==> src/rtl/dbr_pkg.sv <==
package dbr_pkg;
  localparam int unsigned WORD_W  = 32;
  localparam int unsigned HI_W    = 4;
  localparam int unsigned NFIELD  = 4;   // per-layer word kinds

  // byte offsets of the map
  localparam int unsigned OFS_MODE  = 'h000;
  localparam int unsigned OFS_CTL   = 'h004;
  localparam int unsigned OFS_SIZE  = 'h800;
  localparam int unsigned OFS_POS   = 'h810;
  localparam int unsigned OFS_PITCH = 'h840;
  localparam int unsigned OFS_ADRLO = 'h850;
  localparam int unsigned OFS_ADRHI = 'h860;

  // bit positions
  localparam int unsigned MB_ENABLE = 0;
  localparam int unsigned MB_START  = 1;
  localparam int unsigned MB_ILACE  = 2;
  localparam int unsigned MB_LAYER0 = 8;
  localparam int unsigned CB_LOAD   = 0;
  localparam int unsigned CB_NOAUTO = 1;

  typedef enum logic [1:0] {
    LF_SIZE  = 2'd0,
    LF_POS   = 2'd1,
    LF_PITCH = 2'd2,
    LF_ADRLO = 2'd3
  } layer_field_e;

  // word index layout inside the banks: 0 mode, 1 shared high address,
  // then NFIELD groups of NLAYER words
  localparam int unsigned IX_MODE  = 0;
  localparam int unsigned IX_ADRHI = 1;
  localparam int unsigned IX_LAYER = 2;

  function automatic int unsigned field_base(input int unsigned f);
    case (f)
      0:       return OFS_SIZE;
      1:       return OFS_POS;
      2:       return OFS_PITCH;
      default: return OFS_ADRLO;
    endcase
  endfunction

  function automatic int unsigned layer_index(input int unsigned f,
                                              input int unsigned l,
                                              input int unsigned nl);
    return IX_LAYER + f * nl + l;
  endfunction
endpackage

==> src/rtl/dbr_decode.sv <==
module dbr_decode
  import dbr_pkg::*;
#(
  parameter int unsigned NLAYER = 4,
  parameter int unsigned ADDR_W = 15,
  parameter int unsigned NREG   = 2 + NFIELD * NLAYER,
  parameter int unsigned IDX_W  = $clog2(NREG)
) (
  input  logic [ADDR_W-1:0] addr,
  output logic              hit,
  output logic [IDX_W-1:0]  idx,
  output logic              is_ctl
);
  always_comb begin
    hit    = 1'b0;
    idx    = '0;
    is_ctl = (addr == ADDR_W'(OFS_CTL));
    if (addr == ADDR_W'(OFS_MODE)) begin
      hit = 1'b1;
      idx = IDX_W'(IX_MODE);
    end
    if (addr == ADDR_W'(OFS_ADRHI)) begin
      hit = 1'b1;
      idx = IDX_W'(IX_ADRHI);
    end
    for (int f = 0; f < int'(NFIELD); f++) begin
      for (int l = 0; l < int'(NLAYER); l++) begin
        if (addr == ADDR_W'(field_base(f) + 4 * l)) begin
          hit = 1'b1;
          idx = IDX_W'(layer_index(f, l, NLAYER));
        end
      end
    end
  end
endmodule

==> src/rtl/dbr_stage_bank.sv <==
module dbr_stage_bank
  import dbr_pkg::*;
#(
  parameter int unsigned NREG  = 18,
  parameter int unsigned IDX_W = $clog2(NREG)
) (
  input  logic                         clk,
  input  logic                         rst_n,
  input  logic                         we,
  input  logic [IDX_W-1:0]             widx,
  input  logic [WORD_W-1:0]            wdata,
  output logic [NREG-1:0][WORD_W-1:0]  q
);
  for (genvar g = 0; g < int'(NREG); g++) begin : g_word
    always_ff @(posedge clk) begin
      if (!rst_n)
        q[g] <= '0;
      else if (we && (widx == IDX_W'(g)))
        q[g] <= wdata;
    end
  end
endmodule

==> src/rtl/dbr_active_bank.sv <==
module dbr_active_bank
  import dbr_pkg::*;
#(
  parameter int unsigned NREG = 18
) (
  input  logic                         clk,
  input  logic                         rst_n,
  input  logic                         load,
  input  logic [NREG-1:0][WORD_W-1:0]  d,
  output logic [NREG-1:0][WORD_W-1:0]  q
);
  for (genvar g = 0; g < int'(NREG); g++) begin : g_word
    always_ff @(posedge clk) begin
      if (!rst_n)
        q[g] <= '0;
      else if (load)
        q[g] <= d[g];
    end
  end
endmodule

==> src/rtl/dbr_commit_ctl.sv <==
module dbr_commit_ctl
  import dbr_pkg::*;
(
  input  logic       clk,
  input  logic       rst_n,
  input  logic       ctl_we,
  input  logic [1:0] ctl_wdata,
  input  logic       vblank,
  output logic       pend,
  output logic       auto_off,
  output logic       xfer
);
  // transfer decided from the registered state only, so a same-cycle
  // write cannot influence the blank it coincides with
  assign xfer = vblank & (pend | ~auto_off);

  always_ff @(posedge clk) begin
    if (!rst_n) begin
      pend     <= 1'b0;
      auto_off <= 1'b0;
    end else begin
      if (ctl_we)
        auto_off <= ctl_wdata[CB_NOAUTO];
      if (ctl_we && ctl_wdata[CB_LOAD])
        pend <= 1'b1;
      else if (vblank)
        pend <= 1'b0;
    end
  end
endmodule

==> src/rtl/disp_regbank.sv <==
module disp_regbank
  import dbr_pkg::*;
#(
  parameter int unsigned NLAYER = 4,   // at most 4: layer words are 0x10 apart
  parameter int unsigned ADDR_W = 15
) (
  input  logic                           clk,
  input  logic                           rst_n,
  input  logic                           wr_en,
  input  logic [ADDR_W-1:0]              wr_addr,
  input  logic [31:0]                    wr_data,
  input  logic                           rd_en,
  input  logic [ADDR_W-1:0]              rd_addr,
  output logic                           rd_valid,
  output logic [31:0]                    rd_data,
  input  logic                           vblank,
  output logic                           commit_pulse,
  output logic                           load_pending,
  output logic                           act_module_en,
  output logic                           act_start,
  output logic                           act_interlace,
  output logic [NLAYER-1:0]              act_layer_en,
  output logic [NLAYER-1:0][31:0]        act_layer_size,
  output logic [NLAYER-1:0][31:0]        act_layer_pos,
  output logic [NLAYER-1:0][31:0]        act_layer_pitch,
  output logic [NLAYER-1:0][35:0]        act_layer_fbaddr
);
  localparam int unsigned NREG  = IX_LAYER + NFIELD * NLAYER;
  localparam int unsigned IDX_W = $clog2(NREG);

  logic               w_hit, w_ctl, r_hit, r_ctl;
  logic [IDX_W-1:0]   w_idx, r_idx;
  logic               auto_off;
  logic [NREG-1:0][WORD_W-1:0] stage_q, act_q;

  dbr_decode #(.NLAYER(NLAYER), .ADDR_W(ADDR_W), .NREG(NREG), .IDX_W(IDX_W))
    u_wdec (.addr({wr_addr[ADDR_W-1:2], 2'b00}), .hit(w_hit), .idx(w_idx), .is_ctl(w_ctl));

  dbr_decode #(.NLAYER(NLAYER), .ADDR_W(ADDR_W), .NREG(NREG), .IDX_W(IDX_W))
    u_rdec (.addr({rd_addr[ADDR_W-1:2], 2'b00}), .hit(r_hit), .idx(r_idx), .is_ctl(r_ctl));

  dbr_commit_ctl u_ctl (
    .clk(clk), .rst_n(rst_n),
    .ctl_we(wr_en & w_ctl), .ctl_wdata(wr_data[1:0]),
    .vblank(vblank),
    .pend(load_pending), .auto_off(auto_off), .xfer(commit_pulse)
  );

  dbr_stage_bank #(.NREG(NREG), .IDX_W(IDX_W)) u_stage (
    .clk(clk), .rst_n(rst_n),
    .we(wr_en & w_hit), .widx(w_idx), .wdata(wr_data),
    .q(stage_q)
  );

  dbr_active_bank #(.NREG(NREG)) u_active (
    .clk(clk), .rst_n(rst_n),
    .load(commit_pulse), .d(stage_q), .q(act_q)
  );

  // registered read port
  always_ff @(posedge clk) begin
    if (!rst_n) begin
      rd_valid <= 1'b0;
      rd_data  <= '0;
    end else begin
      rd_valid <= rd_en;
      if (rd_en) begin
        if (r_ctl)
          rd_data <= {30'd0, auto_off, load_pending};
        else if (r_hit)
          rd_data <= stage_q[r_idx];
        else
          rd_data <= '0;
      end
    end
  end

  // active field fan-out
  assign act_module_en = act_q[IX_MODE][MB_ENABLE];
  assign act_start     = act_q[IX_MODE][MB_START];
  assign act_interlace = act_q[IX_MODE][MB_ILACE];

  for (genvar l = 0; l < int'(NLAYER); l++) begin : g_layer
    localparam int unsigned IS = layer_index(LF_SIZE,  l, NLAYER);
    localparam int unsigned IP = layer_index(LF_POS,   l, NLAYER);
    localparam int unsigned IW = layer_index(LF_PITCH, l, NLAYER);
    localparam int unsigned IA = layer_index(LF_ADRLO, l, NLAYER);
    assign act_layer_en[l]     = act_q[IX_MODE][MB_LAYER0 + l];
    assign act_layer_size[l]   = act_q[IS];
    assign act_layer_pos[l]    = act_q[IP];
    assign act_layer_pitch[l]  = act_q[IW];
    assign act_layer_fbaddr[l] = {act_q[IX_ADRHI][HI_W*l +: HI_W], act_q[IA]};
  end
endmodule

==> config.mk <==
export PLATFORM = sky130hd
export DESIGN_NAME = disp_regbank
export DESIGN_NICKNAME = d
export VERILOG_FILES = /design/src/rtl/dbr_pkg.sv /design/src/rtl/dbr_decode.sv /design/src/rtl/dbr_stage_bank.sv /design/src/rtl/dbr_active_bank.sv /design/src/rtl/dbr_commit_ctl.sv /design/src/rtl/disp_regbank.sv
export SDC_FILE = /design/constraint.sdc
export NUM_CORES = 2
export LEC_CHECK = 0
export ABC_AREA = 1
export BUFFER_PORTS_ARGS = -buffer_cell sky130_fd_sc_hd__buf_2
export CAP_MARGIN = 25
export CORE_AREA = 2 2 329 331
export DETAILED_ROUTE_END_ITERATION = 12
export DIE_AREA = 0 0 331 333
export GPL_TIMING_DRIVEN = 0
export PLACE_DENSITY = 0.75
export SLEW_MARGIN = 25
export SYNTH_ARGS = -nofsm -noshare
export SYNTH_HDL_FRONTEND = slang
export SYNTH_HIERARCHICAL = 1
export SYNTH_SLANG_ARGS = --single-unit
export TNS_END_PERCENT = 100
==> constraint.sdc <==
create_clock -name clk -period 3.1 [get_ports clk]
set_clock_uncertainty 0.15 [all_clocks]
set_input_delay 0.62 -clock clk [delete_from_list [all_inputs] [get_ports clk]]
set_output_delay 0.62 -clock clk [all_outputs]
set_load 0.01 [all_outputs]
* After elaboration in Yosys (flattened, before gate mapping)
Cells that the tools add are included.
** Storage, ports and cells
- Register bits :: 1151
- Input bits :: 67
- Output and inout bits :: 570
- Logic and storage cells :: 198
** Operators by class
- Magnitude comparators :: 1
- Equal/unequal tests :: 53
- Multiplexer cells :: 76
- Bitwise logic cells :: 5
- Reduce and logical (&&, ||, !) cells :: 23
** Operators by type and width (number)
- $eq 13x10->1 const B :: 34
- $bmux 32 s5 :: 1
- $mux 5 :: 32
- $mux 32 :: 3
- $eq 5x4->1 const B :: 8
- $mux 1 :: 40
- $logic_not 15->1 :: 2
- $eq 13x1->1 const B :: 2
- $eq 5x3->1 const B :: 4
- $logic_and 1x1->1 :: 19
- $eq 5x2->1 const B :: 2
- $eq 5x5->1 const B :: 2
- $lt 5x6->1 const B :: 1
- $eq 5x1->1 const B :: 1
- $logic_not 5->1 :: 1
- $and 1x1->1 :: 3
- $reduce_bool 2->1 :: 1
- $not 1->1 :: 1
- $or 1x1->1 :: 1

* Depth between registers and ports, before layout
- Depth in word-level cells :: 22
- Gate-level depth with buffers :: 23

* Hierarchy
The synthesis kept the hierarchy.
** Modules (own cells, without submodules)
- dbr_stage_bank :: instances 1, cells each 4116, area an instance 25573.3 um2
- dbr_active_bank :: instances 1, cells each 3648, area an instance 23354.9 um2
- disp_regbank :: instances 1, cells each 1910, area an instance 8446.9 um2
- dbr_decode :: instances 2, cells each 78, area an instance 420.4 um2
- dbr_commit_ctl :: instances 1, cells each 13, area an instance 88.8 um2

* Least setup slack after synthesis
OpenSTA, ideal clock, no wires.
- Path type :: input -> register
- Start :: input wr_addr[13]
- End :: register u_stage/q[310] in the netlist's numbering
- Library setup time :: 0.110 ns
- Arrival time :: 2.420 ns
- Setup slack :: 0.420 ns
- Stages on the path :: 18
- Buffers on the path :: 2
- Cells stage by stage :: nor2_1 > nand2_2 > nor2_8 > nand3_2 > nand2_4 > nand2_2 > o211ai_2 > nor2_1 > nand2_1 > nand2_1 > inv_1 > nand2_1 > nor2_1 > buf_2 > buf_2 > nand3_1 > nand2_1 > nor2_1
** On the way
- Cells in the longest elaborated chain, start to end :: 21
- Elaborated cells on any way between the ends :: 56
- Those cells by class :: 18 x eq/ne; 35 x mux; 1 x bitwise; 2 x reduce/logical
** Ends and longest elaborated chain
- from (decl) :: RTL line disp_regbank.sv:10 : input logic [ADDR_W-1:0] wr_addr,
- $logic_not 15->1 :: RTL line dbr_decode.sv:18 : if (addr == ADDR_W'(OFS_MODE)) begin
- $mux 1 :: RTL line dbr_decode.sv:18
- $mux 1 :: RTL line dbr_decode.sv:22 : if (addr == ADDR_W'(OFS_ADRHI)) begin
- $mux 1 (15 in a row) :: RTL line dbr_decode.sv:28 : if (addr == ADDR_W'(field_base(f) + 4 * l)) begin
- $mux 1 * :: RTL line dbr_decode.sv:28
- net w_hit :: RTL line disp_regbank.sv:31 : logic w_hit, w_ctl, r_hit, r_ctl;
- $and 1x1->1 * :: RTL line disp_regbank.sv:51 : .we(wr_en & w_hit), .widx(w_idx), .wdata(wr_data),
- $logic_and 1x1->1 * :: RTL line dbr_stage_bank.sv:18 : else if (we && (widx == IDX_W'(g)))
- to (signal, indexed assignment) :: RTL line dbr_stage_bank.sv:19 : q[g] <= wdata;
- to (decl) :: RTL line dbr_stage_bank.sv:12 : output logic [NREG-1:0][WORD_W-1:0] q
The timed path passes the listed nets; every way through them passes the cells marked *.
A chain may end at the register's enable or synchronous reset.

* Final worst setup path
- Start :: input wr_addr[13]
- End :: register u_stage/q[285] in the netlist's numbering
Same word-level chain as after synthesis.

==> reports/summary.txt <==
Status: complete, but fails checks
Violated checks: negative hold slack, negative setup slack
Post-route ant nets: 0
Delay-heaviest family, CP: simple AND/OR/NAND/NOR gates
PwrDens: 493 nW/um^2
Fin. Hold Viols: 1
Initial core utilization: 53.2%
Final worst path period share: 103%
CTS tree: done
RSZ-0062 raised after global routing: true
Total congestion overflow: 0
Core area: 107,000 sq um
Clk buf depth: 3
Clock root buffer: clkbuf_16
Mapped cell area: 56,700 sq um
Total power: 33.0 mW
Share of layout cells above drive strength 1: 13.3%
Crit path kind: in -> reg
TritonRoute pass-1 iters: 9
Placer Congestion: 1.11
I/O pin total: 637
Total number of vias: 62,200
Max VDD drop: 0.467 mV
Clock Pin Slew Worst Setup and Hold Paths: 0.06 ns
Largest net degree at the start of global routing: 16
CP Cell Sequence: buf_2, nor2_1, nand2_2, nor2_8, nand2_2, inv_2, nand2_1, o211ai_2, nor2_1, nand2_1, nand2_1, inv_1, nand2_1, nor2_2, buf_2, nand3_1, nand2_1, nor2_1
Routed WL: 261,000 um
Fin util: 62.7%
Setup-failing EPs final: 30
FILL cells: 10,200
Max Slew Vio Count: 0
Leakage power: 34.5 nW
Max-cap violations: 0
H-Tree Depth: 3
Most frequent CP cell: nand2_1
Std cell rows: 120
All-layer global routing usage: 45.7%
Clk_lat worst skew: 0.75 ns
Max frequency: 313 MHz
Vias/cell: 5.22
CP bufs+invs: 4
Crit path to: u_stage/q[285]
Die Y: 333 um
Die area: 110,000 sq um
Post-detail-place hpwl: 202,000 um
Max transition margin: 28.9%
R2R Path End: u_active/q[159]
Commonest cells after routing, fill and taps aside: nand2_1, inv_1, nor2_1
Worst path required time: 3.60 ns
Setup crit end kind: flop
Final Critical Period: 3.20 ns
WHS: -0.000397 ns
Critical path's slowest cell: nor2_2
Reg2Reg Setup Slack: 0.37 ns
Area Overhead vs Synth: 17.9%
Avg Cell Area, Syn: 5.91 sq um
Tightest Hold Check Type: in -> reg
Synth warnings: 6
Nets: 10,400
Max incr delay on CP: 0.84 ns
Reg2reg path depth: 7
Hold path start: rst_n
Fin worst setup slack: -0.0986 ns
CTS buffer count: 118
DRC violations left: 0
Commonest non-fill, non-tap cell in the layout: nand2_1
DR iter-0 viols: 8,702
Antenna violations before repair: 12
Global-route wire length before repair: 364,000 um
Port-buffer cells: 632
Die Span X: 331 um
CP Data Arrival Time: 3.70 ns
Slew of the pin with the lowest slew margin: 1.07 ns
CP Launch Type: primary input
Worst flop-to-flop path startpoint: u_ctl/pend
Vias in the first global route: 56,100
Register Area: 22,900 sq um
Crit-path max FO: 11
WP depth: 18
Launch point of the worst path: wr_addr[13]
Clock sink count: 1,146
Gate Count Post-Synth: 9,592
Multi-input logic area: 24,100 sq um
WL/cell: 21.9 um
## where the power goes
| group | switching, mW | internal (mW) |
|---|---|---|
| Clock | 6.37 | 8.53 |
| Combinational | 1.93 | 0.854 |
| Sequential | 0.198 | 15.1 |
| Total | 8.49 | 24.5 |
## area by class of cell
cell class                 count  share of cell area (%)
clock buffer                 167                    5.19
timing repair buffer         663                    5.68
clock inverter                53                   0.833
inverter                    1902                    10.7
sequential                  1146                    34.3
buffer                       571                    4.42
antenna                       22                  0.0824
tap                         1403                    2.63
multi-input combinational   5976                    36.1
## routing by layer
layer  routed length [um]  global-route usage (%)  share of wire (%)  vias up
li1                     -                       -                  -    29200
met1                97900                    56.3                 38    28300
met2               110000                    68.5                 42     3744
met3                33200                    14.3                 13      922
met4                19600                    29.6                7.5       12
met5                   74                       0              0.028        -
## tightest hold or removal path: stages
cell and delay [ns]:
buf_2 0.14, nand2_1 0.06, inv_1 0.04
## sequential cells by signal (all words and copies together), names as in the netlist
signal	count
u_ctl/auto_off	1
rd_valid	1
u_stage/q	576
u_ctl/pend	1
u_active/q	535
rd_data	32
## worst min path at each step
| stage | to | slack (ns) | cells after the start |
|---|---|---|---|
| final | rd_valid | -0.0004 | 3 |
| after global placement | rd_data[18] | 0.30 | 2 |
| after CTS | u_ctl/pend | 0.0007 | 3 |
| after global routing | u_ctl/pend | 0.02 | 3 |
| after detailed placement | rd_data[23] | 0.31 | 2 |
| after floorplan | u_stage/q[224] | 0.33 | 2 |
## what timing repair did
| action | in CTS | in global routing |
|---|---|---|
| endpoints found under the hold margin | 2 | 0 |
| pin swaps | 0 | 1 |
| buffers inserted | 0 | 6 |
| endpoints found under the setup margin | 142 | 397 |
| gates resized for setup | 30 | 104 |
| hold buffers | 2 | 0 |
## per-stage QoR
stage / instance area, sq um / setup TNS, ns / instances / hold WS, ns / setup WS (ns)
after floorplan: 56700 / 0 / 9595 / 0.328 / 0.420
after global placement: 61600 / -409.56 / 11600 / 0.301 / -1.10
after detailed placement: 62200 / -387.36 / 11700 / 0.306 / -1.03
after CTS: 66400 / 0 / 11900 / 0.000683 / 0.0120
after global routing: 66800 / -3.87 / 11900 / 0.0180 / -0.143
final: 66800 / -1.35 / 11900 / -0.000397 / -0.0986
No activity file was read; power rests on OpenSTA's default activity.
